--- config.mk ---
export PLATFORM = sky130hd
export DESIGN_NAME = tvs_seq
export DESIGN_NICKNAME = d
export VERILOG_FILES = /design/src/rtl/tvs_pkg.sv /design/src/rtl/tvs_vmem.sv /design/src/rtl/tvs_step.sv /design/src/rtl/tvs_judge.sv /design/src/rtl/tvs_seq.sv
export SDC_FILE = /design/constraint.sdc
export NUM_CORES = 1
export LEC_CHECK = 0
export BUFFER_PORTS_ARGS = -buffer_cell sky130_fd_sc_hd__buf_2
export CAP_MARGIN = 20
export CORE_MARGIN = 2
export CORE_UTILIZATION = 60
export CTS_BUF_LIST = sky130_fd_sc_hd__clkbuf_8 sky130_fd_sc_hd__clkbuf_16
export DETAILED_ROUTE_END_ITERATION = 10
export PLACE_DENSITY = 0.77
export SLEW_MARGIN = 20
export SYNTH_ARGS = -nofsm -noshare
export SYNTH_HDL_FRONTEND = slang
export SYNTH_SLANG_ARGS = --single-unit
export TNS_END_PERCENT = 1
--- constraint.sdc ---
create_clock -name clk -period 15.1 [get_ports clk]
set_clock_uncertainty 0.05 [all_clocks]
set_input_delay 1.51 -clock clk [delete_from_list [all_inputs] [get_ports clk]]
set_output_delay 1.51 -clock clk [all_outputs]
set_load 0.05 [all_outputs]
--- src/rtl/tvs_pkg.sv ---
package tvs_pkg;
   typedef enum logic [1:0] {
      ST_IDLE = 2'd0,
      ST_RUN  = 2'd1,
      ST_FIN  = 2'd2
   } seq_st_e;

   localparam logic OP_STEP = 1'b0;
   localparam logic OP_RPT  = 1'b1;
endpackage

--- src/rtl/tvs_vmem.sv ---
module tvs_vmem #(
   parameter int EW    = 25,
   parameter int DEPTH = 32,
   parameter int AW    = 5
) (
   input  logic          clk,
   input  logic          lock,
   input  logic          we,
   input  logic [AW-1:0] waddr,
   input  logic [EW-1:0] wdata,
   input  logic [AW-1:0] raddr,
   output logic [EW-1:0] rdata
);
   logic [EW-1:0] mem [DEPTH];

   always_ff @(posedge clk) begin
      if (we && !lock && (int'(waddr) < DEPTH))
         mem[waddr] <= wdata;
   end

   assign rdata = (int'(raddr) < DEPTH) ? mem[raddr] : '0;
endmodule

--- src/rtl/tvs_step.sv ---
module tvs_step
   import tvs_pkg::*;
#(
   parameter int AW    = 5,
   parameter int CNT_W = 9,
   parameter int WS_W  = 2
) (
   input  logic             clk,
   input  logic             rst_n,
   input  logic             start,
   input  logic [AW-1:0]    last_idx,
   input  logic             op,
   input  logic [CNT_W-1:0] cnt,
   input  logic             chg,
   input  logic [WS_W-1:0]  set_new,
   output logic [AW-1:0]    addr,
   output logic             vld,
   output logic             busy,
   output logic             done,
   output logic             clr,
   output logic [WS_W-1:0]  wset
);
   seq_st_e          st_q;
   logic [AW-1:0]    addr_q, last_q;
   logic [CNT_W-1:0] rpt_q, n_eff;
   logic [WS_W-1:0]  wset_q;
   logic             last_rep;

   always_comb begin
      n_eff    = (op == OP_RPT && cnt != '0) ? cnt : CNT_W'(1);
      last_rep = (rpt_q == n_eff - CNT_W'(1));
      wset     = chg ? set_new : wset_q;
   end

   assign vld  = (st_q == ST_RUN);
   assign done = (st_q == ST_FIN);
   assign busy = (st_q != ST_IDLE);
   assign clr  = (st_q == ST_IDLE) && start;
   assign addr = addr_q;

   always_ff @(posedge clk) begin
      if (!rst_n) begin
         st_q   <= ST_IDLE;
         addr_q <= '0;
         last_q <= '0;
         rpt_q  <= '0;
         wset_q <= '0;
      end else begin
         unique case (st_q)
            ST_IDLE: if (start) begin
               st_q   <= ST_RUN;
               addr_q <= '0;
               rpt_q  <= '0;
               wset_q <= '0;
               last_q <= last_idx;
            end
            ST_RUN: begin
               wset_q <= wset;
               if (last_rep) begin
                  rpt_q <= '0;
                  if (addr_q == last_q) st_q <= ST_FIN;
                  else                  addr_q <= addr_q + AW'(1);
               end else begin
                  rpt_q <= rpt_q + CNT_W'(1);
               end
            end
            ST_FIN:  st_q <= ST_IDLE;
            default: st_q <= ST_IDLE;
         endcase
      end
   end

   p_addr_step_r3: assert property (@(posedge clk) disable iff (!rst_n)
      (vld && $past(vld)) |-> (addr == $past(addr) || addr == $past(addr) + AW'(1)));
   p_rpt_hold_r4: assert property (@(posedge clk) disable iff (!rst_n)
      (vld && !last_rep) |=> (vld && addr == $past(addr)));
   p_done_pulse_r9: assert property (@(posedge clk) disable iff (!rst_n)
      done |=> !done);
   p_done_quiet_r9: assert property (@(posedge clk) disable iff (!rst_n)
      done |-> !vld);
   p_start_r2: assert property (@(posedge clk) disable iff (!rst_n)
      clr |=> (vld && addr == '0));
endmodule

--- src/rtl/tvs_judge.sv ---
module tvs_judge #(
   parameter int NOUT = 4,
   parameter int AW   = 5
) (
   input  logic            clk,
   input  logic            rst_n,
   input  logic            clr,
   input  logic            vld,
   input  logic [AW-1:0]   idx,
   input  logic [NOUT-1:0] cmp,
   input  logic [NOUT-1:0] mis,
   output logic            fail_seen,
   output logic [AW-1:0]   fail_at
);
   logic [NOUT-1:0] hit;
   logic            vec_bad;

   for (genvar k = 0; k < NOUT; k++) begin : g_pin
      assign hit[k] = cmp[k] & mis[k];
   end

   assign vec_bad = vld && (|hit);

   always_ff @(posedge clk) begin
      if (!rst_n || clr) begin
         fail_seen <= 1'b0;
         fail_at   <= '0;
      end else if (vec_bad && !fail_seen) begin
         fail_seen <= 1'b1;
         fail_at   <= idx;
      end
   end

   p_sticky_r7: assert property (@(posedge clk) disable iff (!rst_n)
      (fail_seen && !clr) |=> fail_seen);
   p_first_r8: assert property (@(posedge clk) disable iff (!rst_n)
      (fail_seen && !clr) |=> $stable(fail_at));
   p_idle_quiet_r12: assert property (@(posedge clk) disable iff (!rst_n)
      (!vld && !clr) |=> $stable(fail_seen));
   p_clear_r10: assert property (@(posedge clk) disable iff (!rst_n)
      clr |=> !fail_seen);
endmodule

--- src/rtl/tvs_seq.sv ---
module tvs_seq #(
   parameter int NIN    = 4,
   parameter int NOUT   = 4,
   parameter int CNT_W  = 9,
   parameter int DEPTH  = 32,
   parameter int N_SETS = 4,
   localparam int AW    = $clog2(DEPTH),
   localparam int WS_W  = $clog2(N_SETS),
   localparam int EW    = 1 + CNT_W + 1 + WS_W + 2*NOUT + NIN
) (
   input  logic             clk,
   input  logic             rst_n,
   input  logic             ld_we,
   input  logic [AW-1:0]    ld_addr,
   input  logic [EW-1:0]    ld_data,
   input  logic             start,
   input  logic [AW-1:0]    last_idx,
   output logic             busy,
   output logic             done,
   output logic             vec_vld,
   output logic [AW-1:0]    vec_idx,
   output logic [NIN-1:0]   vec_drv,
   output logic [NOUT-1:0]  vec_lvl,
   output logic [NOUT-1:0]  vec_cmp,
   output logic [WS_W-1:0]  vec_wset,
   input  logic [NOUT-1:0]  pin_mis,
   output logic             fail_seen,
   output logic [AW-1:0]    fail_at
);
   localparam int O_EXP = NIN;
   localparam int O_SET = O_EXP + 2*NOUT;
   localparam int O_CHG = O_SET + WS_W;
   localparam int O_CNT = O_CHG + 1;
   localparam int O_OP  = O_CNT + CNT_W;

   if (CNT_W < 9) begin : g_chk_cnt
      $error("tvs_seq: CNT_W must hold a count of 363");
   end
   if (N_SETS < 2 || (1 << WS_W) != N_SETS) begin : g_chk_sets
      $error("tvs_seq: N_SETS must be a power of two, at least 2");
   end
   if (DEPTH < 2 || (1 << AW) != DEPTH) begin : g_chk_depth
      $error("tvs_seq: DEPTH must be a power of two, at least 2");
   end
   if (NIN < 1 || NOUT < 1) begin : g_chk_pins
      $error("tvs_seq: pin counts must be positive");
   end

   logic [EW-1:0]    ent;
   logic [AW-1:0]    addr;
   logic             clr;
   logic             run_vld;

   tvs_vmem #(.EW(EW), .DEPTH(DEPTH), .AW(AW)) u_mem (
      .clk   (clk),
      .lock  (busy),
      .we    (ld_we),
      .waddr (ld_addr),
      .wdata (ld_data),
      .raddr (addr),
      .rdata (ent)
   );

   tvs_step #(.AW(AW), .CNT_W(CNT_W), .WS_W(WS_W)) u_step (
      .clk      (clk),
      .rst_n    (rst_n),
      .start    (start),
      .last_idx (last_idx),
      .op       (ent[O_OP]),
      .cnt      (ent[O_CNT +: CNT_W]),
      .chg      (ent[O_CHG]),
      .set_new  (ent[O_SET +: WS_W]),
      .addr     (addr),
      .vld      (run_vld),
      .busy     (busy),
      .done     (done),
      .clr      (clr),
      .wset     (vec_wset)
   );

   for (genvar k = 0; k < NOUT; k++) begin : g_code
      assign vec_lvl[k] = ent[O_EXP + 2*k];
      assign vec_cmp[k] = run_vld & ent[O_EXP + 2*k + 1];
   end

   assign vec_drv = ent[NIN-1:0];
   assign vec_vld = run_vld;
   assign vec_idx = addr;

   tvs_judge #(.NOUT(NOUT), .AW(AW)) u_judge (
      .clk       (clk),
      .rst_n     (rst_n),
      .clr       (clr),
      .vld       (run_vld),
      .idx       (addr),
      .cmp       (vec_cmp),
      .mis       (pin_mis),
      .fail_seen (fail_seen),
      .fail_at   (fail_at)
   );

   p_wset_sticky_r5: assert property (@(posedge clk) disable iff (!rst_n)
      (vec_vld && $past(vec_vld) && !ent[O_CHG]) |-> (vec_wset == $past(vec_wset)));
   p_wset_clear_r10: assert property (@(posedge clk) disable iff (!rst_n)
      (clr && !ent[O_CHG]) |=> (vec_wset == '0 || ent[O_CHG]));
   p_reset_r1: assert property (@(posedge clk)
      !rst_n |=> (!vec_vld && !done && !fail_seen));
endmodule

# Yosys cells after proc, flatten, opt, wreduce, memory -nomap -nowiden
# Memory sizes are Yosys's and may differ from the RTL's. A register that Yosys moved wholly into a read port is not among the register bits.
# Index checks and enable logic that the tools add are counted.
[word_totals]
output_inout_bits = 28
mem_bits_rw = 800
wordCells = 64
reg_bits = 29
n_memories = 1
in_bits = 43
[op_classes]
n_mux = 19
bitwise = 8
n_addsub = 3
reduce_logical = 18
eq_ne = 8
[mem_list]
columns = ["memory", "depth", "word_bits", "read_ports", "rd_clocked_by_memory_dff", "write_ports", "line_no", "source"]
rows = [
  ["u_mem.mem", 32, 25, 1, 1, 1, "tvs_vmem.sv:14", "logic [EW-1:0] mem [DEPTH];"],
]
[ops]
columns = ["cell", "count"]
rows = [
  ["$mux W9", 3],
  ["$mux W5", 5],
  ["$pmux W9 S2", 1],
  ["$mux W2", 5],
  ["$pmux W5 S2", 1],
  ["$add A9 B1 Y9 const B", 1],
  ["$eq A9 B9 Y1", 1],
  ["$reduce_bool A9 Y1", 1],
  ["$sub A9 B1 Y9 const B", 1],
  ["$and A1 B1 Y1", 8],
  ["$pmux W2 S2", 2],
  ["$add A5 B1 Y5 const B", 1],
  ["$eq A5 B5 Y1", 1],
  ["$logic_and A1 B1 Y1", 5],
  ["$ne A2 B1 Y1 const B", 2],
  ["$ne A2 B2 Y1 const B", 2],
  ["$reduce_and A2 Y1", 2],
  ["$reduce_and A4 Y1", 1],
  ["$reduce_bool A2 Y1", 2],
  ["$reduce_or A4 Y1", 1],
  ["$logic_not A1 Y1", 3],
  ["$reduce_and A3 Y1", 1],
  ["$eq A2 B1 Y1 const B", 1],
  ["$eq A2 B2 Y1 const B", 1],
  ["3 further kinds", 4],
]

# Depth between registers and ports, before layout
# Gate-level depths: netlist of the first run.
[depth]
ltp_word = 9
mapped_depth = 22
depth_no_buf = 14

# Cells and area by module
# Synthesis of the first run repeated with hierarchy kept, for this count alone.
[unflattened]
cells_unflattened = 2004
hier_area_um2 = 33264.4
[by_module_without_submodules]
columns = ["module", "seq_area_each_um2", "instances", "cells_per_inst", "area_per_inst_um2"]
rows = [
  ["tvs_vmem", 24023.0, 1, 1756, 31338.8],
  ["tvs_step", 460.4, 1, 215, 1611.5],
  ["tvs_judge", 120.1, 1, 29, 289.0],
  ["tvs_seq", 0.0, 1, 4, 25.0],
]

# Least setup slack after synthesis of the first run
# Ideal clock, no wire load.
[synth_path]
path_type = "reg-to-output"
from = "register with a tool-made name"
to = "output vec_drv[0]"
n_path_buf = 8
t_required_ps = 13540
setup_slack_ps = 9402
stages_incl_launch_ff = 12
t_arrival_ps = 4138
path_cell_list = "dfxtp_1 -> buf_2 -> buf_2 -> buf_6 -> buf_2 -> buf_2 -> buf_2 -> buf_2 -> buf_1 -> mux4_2 -> mux4_2 -> mux2_2"
[synth_rtl]
columns = ["element", "line_no", "source"]
rows = [
  ["end, declared", "tvs_seq.sv:22", "output logic [NIN-1:0] vec_drv,"],
]

==> impl_metrics.xml, run 1 <==
<?xml version="1.0" encoding="UTF-8"?>
<metrics>
  <group name="worst_hold_path">
    <metric name="min_path_type" unit="">reg2reg</metric>
    <metric name="hp-start" unit="">u_step.last_q[1]</metric>
    <metric name="min_path_cells" unit="">2</metric>
    <metric name="worst_case_hold_path_end_point" unit="">u_step.last_q[1]</metric>
  </group>
  <group name="worst_setup_path">
    <metric name="critPathMaxFanout" unit="">65</metric>
    <metric name="timing.reg2reg.worst_path_depth" unit="">15</metric>
    <metric name="wp_data_arrival" unit="ns">6.90</metric>
    <metric name="start_kind" unit="">register</metric>
    <metric name="critical_path.cell_chain" unit="">buf_4, mux4_1, mux4_2, mux2_4, or4_4, nor2_1, a21oi_1, ha_1, inv_1, nor4_1, a211oi_1, and3_1, and4b_1, or4_1, o211ai_2</metric>
    <metric name="max_stage_delay" unit="ns">0.93</metric>
    <metric name="crit-reg2reg-capture" unit="">u_step.rpt_q[4]</metric>
    <metric name="critical_path_class" unit="">reg2reg</metric>
    <metric name="critPathRequiredTime" unit="ns">15.59</metric>
    <metric name="crit_path_top_delay_cell" unit="">dfxtp_4</metric>
    <metric name="r2r_setup_slack" unit="ns">8.70</metric>
    <metric name="critPathCaptureType" unit="">register</metric>
  </group>
  <group name="timing">
    <metric name="tns" unit="ns">0</metric>
    <metric name="timing_hold_violations_final" unit="">0</metric>
    <metric name="grt_setup_unrepaired" unit="">false</metric>
    <metric name="achievable-frequency" unit="MHz">156</metric>
    <metric name="finalMaxSlewViolations" unit="">0</metric>
    <metric name="slew_headroom" unit="">0.298</metric>
    <metric name="max_slew.worst_pin.slew" unit="ns">1.05</metric>
    <metric name="report.final.setup_viol" unit="">0</metric>
    <metric name="finalCritPeriodShare" unit="">0.424</metric>
    <metric name="final_period_minus_worst_setup_slack" unit="ns">6.40</metric>
  </group>
  <group name="clock_network">
    <metric name="postCtsHoldBufs" unit="">0</metric>
    <metric name="clk_pin_slew" unit="ns">0.06</metric>
    <metric name="quantity_of_gates_resized_following_cts" unit="">0</metric>
    <metric name="clk-insertion-delay-late" unit="ns">0.63</metric>
    <metric name="post_cts_setup_buffer_count" unit="">0</metric>
    <metric name="clockBufferDepth" unit="">3</metric>
    <metric name="cts-buffers-inserted" unit="">82</metric>
    <metric name="h-tree-depth" unit="">3</metric>
    <metric name="tritoncts_num_sinks" unit="">834</metric>
    <metric name="ctsRootBufferMaster" unit="">clkbuf_16</metric>
    <metric name="cts_tree" unit="">built</metric>
  </group>
  <group name="synthesis">
    <metric name="ys.flop_type" unit="">edfxtp_1</metric>
    <metric name="synth_area" unit="sq um">32700</metric>
    <metric name="synth_cell_type_count" unit="">67</metric>
    <metric name="yosysWarnings" unit="">0</metric>
    <metric name="synth_fp_nets" unit="">1483</metric>
    <metric name="synthCells" unit="">1437</metric>
    <metric name="synth_seq_cells" unit="">834</metric>
    <metric name="asyncSetResetFlopFracSynth" unit="">0</metric>
    <metric name="synth_edf_count" unit="">800</metric>
    <metric name="synth_seq_area_share" unit="">0.756</metric>
    <metric name="synth.avg_cell_area" unit="sq um">22.7</metric>
  </group>
  <group name="layout">
    <metric name="top_library_cells_by_usage_in_the_layout_fill_and_taps_aside" unit="">edfxtp_1 (800), mux4_2 (236), clkbuf_16 (84)</metric>
    <metric name="post-route-cell-area" unit="sq um">36800</metric>
    <metric name="fin_nets" unit="">1611</metric>
    <metric name="drive_gt1_frac" unit="">0.330</metric>
    <metric name="flow.area_growth_from_synthesis" unit="%">12.5</metric>
    <metric name="filler_cell_count" unit="">3199</metric>
    <metric name="fin_cells" unit="">2325</metric>
    <metric name="postLayoutCoreUtil" unit="">0.683</metric>
    <metric name="layout.cells.most_common" unit="">edfxtp_1</metric>
  </group>
  <group name="die">
    <metric name="placeable_core_area" unit="sq um">53800</metric>
    <metric name="floorplan.die.height" unit="microns">237</metric>
    <metric name="die_area" unit="sq um">56300</metric>
    <metric name="initial_utilization" unit="">0.607</metric>
    <metric name="top_level_ports" unit="">71</metric>
    <metric name="die_w" unit="microns">237</metric>
    <metric name="core.rowCount" unit="">85</metric>
  </group>
  <group name="detailed_routing">
    <metric name="routed_via_density" unit="">6.98</metric>
    <metric name="top_routing_layer_used" unit="">met5</metric>
    <metric name="detailroute.wirelength.met2" unit="microns">39900</metric>
    <metric name="routed_metal_1_wirelength" unit="microns">28200</metric>
    <metric name="met3_wirelength" unit="microns">7600</metric>
    <metric name="drtAntennaViolNets" unit="">0</metric>
    <metric name="drt_first_pass_iters" unit="">5</metric>
    <metric name="drt_drc" unit="">0</metric>
    <metric name="detailroute.via_count" unit="">16200</metric>
    <metric name="drt-total-wl" unit="microns">78800</metric>
    <metric name="drt-initial-drc-count" unit="">2345</metric>
    <metric name="routedWlPerCell" unit="microns">33.9</metric>
  </group>
  <group name="pwr">
    <metric name="total_leakage_power" unit="uW">0.0113</metric>
    <metric name="power_density" unit="nW/um^2">127</metric>
    <metric name="design_power_total" unit="uW">4680</metric>
    <metric name="vdd_drop_max" unit="mV">0.105</metric>
  </group>
  <group name="grt">
    <metric name="wire_length_of_the_first_global_routing_pass" unit="microns">114000</metric>
    <metric name="first_global_vias" unit="">16400</metric>
    <metric name="grt_usage" unit="">0.288</metric>
    <metric name="grt_antenna_before_repair" unit="">2</metric>
    <metric name="grt_max_degree" unit="">66</metric>
    <metric name="global_route.overflow_total" unit="">0</metric>
  </group>
  <group name="job">
    <metric name="max_cap_viol_count" unit="">0</metric>
  </group>
  <group name="placement">
    <metric name="port_buffers" unit="">70</metric>
    <metric name="place_inst" unit="">2176</metric>
    <metric name="detailed_place_hpwl" unit="microns">38300</metric>
    <metric name="place.gp.congestion" unit="">0.852</metric>
    <metric name="place_area" unit="sq um">34100</metric>
  </group>
  <group name="run_status">
    <metric name="outcome" unit="">finished, final reports clean</metric>
  </group>
</metrics>
-- critical path, delay by kind of cell (launching register included) --
family,cells,cell delay [ns]
AOI/OAI and AO/OA,3,0.37
adders and majority gates,1,0.31
buffers and inverters,2,1.09
DFF,1,0.93
muxes,3,1.47
and+or+nand+nor,6,2.07
-- cells by family after synthesis --
group,share of synthesized area
AO/OA/AOI/OAI,0.0112
XOR/XNOR,0.00241
adder cells (fa/ha/maj),0.00115
buffers and inverters,0.0132
flip-flops,0.756
multiplexers,0.189
AND/OR/NAND/NOR,0.0266
-- registers in the layout, indices dropped and copies added (netlist names), named ones only --
signal             flops
u_judge.fail_at        5
u_judge.fail_seen      1
u_mem.mem            800
u_step.addr            5
u_step.last_q          5
u_step.rpt_q           9
u_step.st_q            2
u_step.wset_q          2
-- worst max-delay path by stage --
stage	endpoint	start	slack, ns	cells after the start
CTS	u_step.rpt_q[4]	register	8.65	14
finish	u_step.rpt_q[4]	register	8.70	15
detailed placement	u_step.rpt_q[4]	register	8.70	14
global route	u_step.rpt_q[4]	register	8.20	15
global placement	u_step.rpt_q[3]	register	8.72	14
floorplan	vec_drv[0]	register	9.40	11
-- through the flow --
stage | hold slack (ns) | worst slack [ns]
after global routing | 0.458 | 8.20
after detailed placement | 0.425 | 8.70
after floorplan | 0.403 | 9.40
final | 0.436 | 8.70
after global placement | 0.415 | 8.72
after CTS | 0.434 | 8.65
-- metal layers --
metal	track usage	vias to the layer above
met5	0	-
met4	0.117	2
met3	0.0502	215
met2	0.473	1125
met1	0.391	8491
li1	-	6385
-- Yosys cell counts (6+ instances only) --
library cell  instances  area, sq um
buf_2                19         95.1
mux4_2              236         5320
nor3_1                6         30.0
mux2i_1              29          290
clkbuf_1             27          101
nand2_1              42          158
mux2_2               14          158
edfxtp_1            800        24000
nand3_1               9         45.0
dfxtp_1              34          681
inv_1                11         41.3
nor2_1               54          203
mux4_1               14          368
buf_1                12         45.0
nand2b_1              7         43.8
-- power breakdown --
part / internal, uW / switching [uW] / leakage [uW]
Sequential: 2550 / 5.12 / 0.00748
Combinational: 18.5 / 69.2 / 0.00243
Clock: 1180 / 855 / 0.00137
Total: 3750 / 929 / 0.0113
-- area by class of cell --
| type | count | area, sq um | area share |
|---|---|---|---|
| repair buffers | 114 | 678 | 0.0184 |
| clock buffers | 84 | 2100 | 0.0572 |
| inverters | 11 | 41.3 | 0.00112 |
| multi-input cells | 522 | 7780 | 0.212 |
| well taps | 696 | 871 | 0.0237 |
| flip-flops and latches | 834 | 24700 | 0.672 |
| diodes | 1 | 2.50 | 0.0000681 |
| clock inverters | 63 | 568 | 0.0155 |
Power figures use the tool's default switching activity.
==> run 2, diff against run 1 <==
--- a/config.mk
+++ b/config.mk
@@ -5,6 +5,7 @@
 export SDC_FILE = /design/constraint.sdc
 export NUM_CORES = 1
 export LEC_CHECK = 0
+export ABC_AREA = 1
 export BUFFER_PORTS_ARGS = -buffer_cell sky130_fd_sc_hd__buf_2
 export CAP_MARGIN = 20
 export CORE_MARGIN = 2
==> constraint.sdc (replaced) <==
create_clock -name clk -period 6.13 [get_ports clk]
set_clock_uncertainty 0.05 [all_clocks]
set_input_delay 0.613 -clock clk [delete_from_list [all_inputs] [get_ports clk]]
set_output_delay 0.613 -clock clk [all_outputs]
set_load 0.05 [all_outputs]
==> run 2 against run 1 <==
Against the previous run: worst setup slack got worse by 7.7 ns; critical path depth decreased by 5; register-to-register slack got worse by 7.3 ns; critical path type is now reg2out; largest cell class unchanged.
==> impl_metrics.xml, run 2 <==
<?xml version="1.0" encoding="UTF-8"?>
<metrics>
  <group name="run_status">
    <metric name="outcome" unit="">finished, final reports clean</metric>
  </group>
  <group name="synthesis">
    <metric name="yosysMostFrequentCell" unit="">edfxtp_1</metric>
    <metric name="synth_edf_count" unit="">800</metric>
    <metric name="yosysWarnings" unit="">0</metric>
    <metric name="yosysTopAreaCell" unit="">edfxtp_1</metric>
    <metric name="synth_seq_cells" unit="">834</metric>
    <metric name="synth_area" unit="sq um">33500</metric>
    <metric name="yosys-top-cells-area" unit="">edfxtp_1 (72%), nand2_1 (5.4%), nand3_1 (4.7%), o21ai_0 (4.0%), nor2_1 (3.9%)</metric>
    <metric name="synth_seq_area_share" unit="">0.737</metric>
    <metric name="synth.avg_cell_area" unit="sq um">12.4</metric>
    <metric name="area_share_of_the_leading_cell_type_in_the_synthesized_netlist" unit="">0.717</metric>
    <metric name="synthCells" unit="">2709</metric>
    <metric name="synth_fp_nets" unit="">2755</metric>
    <metric name="synth_commonest_cells" unit="">edfxtp_1 (800), nand2_1 (484), nor2_1 (346)</metric>
    <metric name="asyncSetResetFlopFracSynth" unit="">0</metric>
    <metric name="ys.flop_type" unit="">edfxtp_1</metric>
    <metric name="synth_cell_type_count" unit="">40</metric>
  </group>
  <group name="die">
    <metric name="die_area" unit="sq um">57800</metric>
    <metric name="core.rowCount" unit="">86</metric>
    <metric name="die_w" unit="microns">240</metric>
    <metric name="placeable_core_area" unit="sq um">55200</metric>
    <metric name="floorplan.die.height" unit="microns">240</metric>
    <metric name="initial_utilization" unit="">0.607</metric>
    <metric name="top_level_ports" unit="">71</metric>
  </group>
  <group name="timing">
    <metric name="grt_setup_unrepaired" unit="">false</metric>
    <metric name="timing.final.ws_setup" unit="ns">1.01</metric>
    <metric name="slew_headroom" unit="">0.169</metric>
    <metric name="tns" unit="ns">0</metric>
    <metric name="timing_hold_violations_final" unit="">0</metric>
    <metric name="max_slew.worst_pin.slew" unit="ns">1.25</metric>
    <metric name="achievable-frequency" unit="MHz">195</metric>
    <metric name="finalMaxSlewViolations" unit="">0</metric>
    <metric name="finalCritPeriodShare" unit="">0.835</metric>
    <metric name="final_period_minus_worst_setup_slack" unit="ns">5.12</metric>
    <metric name="report.final.setup_viol" unit="">0</metric>
  </group>
  <group name="worst_setup_path">
    <metric name="critical_path.cell_chain" unit="">clkinv_8, buf_4, buf_4, o21ai_0, o22ai_1, nor2_1, o211ai_1, nand2_1, a21oi_1, buf_2</metric>
    <metric name="crit_path_top_delay_cell" unit="">buf_4</metric>
    <metric name="critPathRequiredTime" unit="ns">5.47</metric>
    <metric name="critPathCaptureType" unit="">output pin</metric>
    <metric name="start_kind" unit="">register</metric>
    <metric name="critical_path_class" unit="">reg2out</metric>
    <metric name="critPathMaxFanout" unit="">235</metric>
    <metric name="max_stage_delay" unit="ns">0.85</metric>
    <metric name="critical_path_buf_inv_count" unit="">4</metric>
    <metric name="timing.critical_path.mode_cell" unit="">buf_4</metric>
    <metric name="cp_top_family" unit="">buffers and inverters</metric>
    <metric name="wp_data_arrival" unit="ns">4.46</metric>
    <metric name="r2r_setup_slack" unit="ns">1.38</metric>
  </group>
  <group name="clock_network">
    <metric name="clockBufferDepth" unit="">3</metric>
    <metric name="tritoncts_num_sinks" unit="">834</metric>
    <metric name="clk_pin_slew" unit="ns">0.06</metric>
    <metric name="post_cts_setup_buffer_count" unit="">0</metric>
    <metric name="ctsRootBufferMaster" unit="">clkbuf_16</metric>
    <metric name="postCtsHoldBufs" unit="">0</metric>
    <metric name="quantity_of_gates_resized_following_cts" unit="">0</metric>
    <metric name="h-tree-depth" unit="">3</metric>
    <metric name="clk-insertion-delay-late" unit="ns">0.64</metric>
    <metric name="cts-buffers-inserted" unit="">80</metric>
    <metric name="cts_tree" unit="">built</metric>
  </group>
  <group name="layout">
    <metric name="largest_reg_flops" unit="">800</metric>
    <metric name="post-route-cell-area" unit="sq um">37300</metric>
    <metric name="top_library_cells_by_usage_in_the_layout_fill_and_taps_aside" unit="">edfxtp_1 (800), nand2_1 (484), nor2_1 (314)</metric>
    <metric name="drive_gt1_frac" unit="">0.102</metric>
    <metric name="largestRegisters" unit="">u_mem.mem: 800 flops, u_step.rpt_q: 9 flops</metric>
    <metric name="postLayoutCoreUtil" unit="">0.675</metric>
    <metric name="largest-register" unit="">u_mem.mem</metric>
    <metric name="layout.cells.most_common" unit="">edfxtp_1</metric>
    <metric name="fin_nets" unit="">2783</metric>
    <metric name="flow.area_growth_from_synthesis" unit="%">11.2</metric>
  </group>
  <group name="detailed_routing">
    <metric name="drt_drc" unit="">0</metric>
    <metric name="drt-initial-drc-count" unit="">3681</metric>
    <metric name="drt_first_pass_iters" unit="">6</metric>
    <metric name="drtAntennaViolNets" unit="">0</metric>
    <metric name="routed_via_density" unit="">6.46</metric>
    <metric name="detailroute.via_count" unit="">22900</metric>
    <metric name="routedWlPerCell" unit="microns">25.1</metric>
    <metric name="drt-total-wl" unit="microns">89100</metric>
  </group>
  <group name="pwr">
    <metric name="vdd_drop_max" unit="mV">0.348</metric>
    <metric name="total_leakage_power" unit="uW">0.0127</metric>
    <metric name="power_density" unit="nW/um^2">310</metric>
  </group>
  <group name="worst_hold_path">
    <metric name="min_path_type" unit="">in2reg</metric>
  </group>
  <group name="grt">
    <metric name="grt_antenna_before_repair" unit="">3</metric>
    <metric name="global_route.overflow_total" unit="">0</metric>
    <metric name="wire_length_of_the_first_global_routing_pass" unit="microns">131000</metric>
    <metric name="first_global_vias" unit="">21600</metric>
    <metric name="grt_max_degree" unit="">236</metric>
    <metric name="grt_usage" unit="">0.310</metric>
  </group>
  <group name="job">
    <metric name="max_cap_viol_count" unit="">0</metric>
  </group>
  <group name="placement">
    <metric name="detailed_place_hpwl" unit="microns">46300</metric>
    <metric name="place_area" unit="sq um">34700</metric>
    <metric name="place.gp.congestion" unit="">0.838</metric>
    <metric name="place_ws" unit="ns">1.64</metric>
    <metric name="port_buffers" unit="">70</metric>
  </group>
</metrics>
## run 2: cell count changes in the layout (fill, tap and decap cells not counted), moves of 11 or more
cell	before	now
o21ai_0	5	269
mux4_2	236	0
mux4_1	14	0
a31oi_1	3	14
nor2_1	22	314
inv_1	27	50
o22ai_1	0	34
mux2i_1	29	0
nand2_1	42	484
mux2_2	14	0
a21oi_1	3	32
clkinv_1	14	26
o221ai_1	0	86
nand3_1	9	313
## run 2: path summary, 6_finish.rpt
kind	from	endpoint	cells past startpoint
min	last_idx[1]	u_step.last_q[1]	3
max	register	vec_cmp[2]	10
max reg2reg	register	u_step.st_q[0]	27
min reg2reg	u_step.wset_q[1]	u_step.wset_q[1]	2
## run 2: cells by family (layout without fill, tap and decap cells)
kind of cell             count (synthesis)  in the layout  synth area share
AND/OR/NAND/NOR                       1170           1170             0.145
buffers and inverters                  223            315            0.0306
adder cells (fa/ha/maj)                  3              3           0.00112
AO/OA/AOI/OAI                          470            470            0.0840
XOR/XNOR                                 9              9           0.00235
flip-flops                             834            834             0.737
other                                    0              1                 0
## run 2: layout make-up
| class | count | area [sq um] |
|---|---|---|
| diodes | 1 | 2.50 |
| clock buffers | 82 | 2040 |
| clock inverters | 64 | 502 |
| fillers | 3702 | 17900 |
| inverters | 46 | 193 |
| multi-input cells | 1652 | 8040 |
| flip-flops and latches | 834 | 24700 |
| well taps | 748 | 936 |
| repair buffers | 123 | 858 |
## run 2: report_power, final
group | total [uW] | internal, uW | leakage, uW | switching [uW]
logic | 407 | 80.6 | 0.00388 | 326
registers | 6320 | 6300 | 0.00748 | 20.4
clock network | 4840 | 2720 | 0.00131 | 2120
## run 2: routing by layer
layer	share of wire	global-route usage	wire length, microns
met5	0.00015	0	13
met4	0.034	0.133	2990
met3	0.12	0.0625	10400
met2	0.47	0.479	42300
met1	0.38	0.434	33500
## run 2: worst min-delay path: stages
cell and delay [ns]:
buf_2 0.07, o21ai_0 0.07, nor2_1 0.08
## run 2: metrics by stage
step           hold WS [ns]  total power, uW  instances
2_1_floorplan         0.395             6650       2709
3_3_place_gp          0.402             6820       3399
3_5_place_dp          0.411             6840       3402
4_1_cts               0.175            11600       3548
5_1_grt               0.193            11800       3550
6_report              0.181            11600       3550
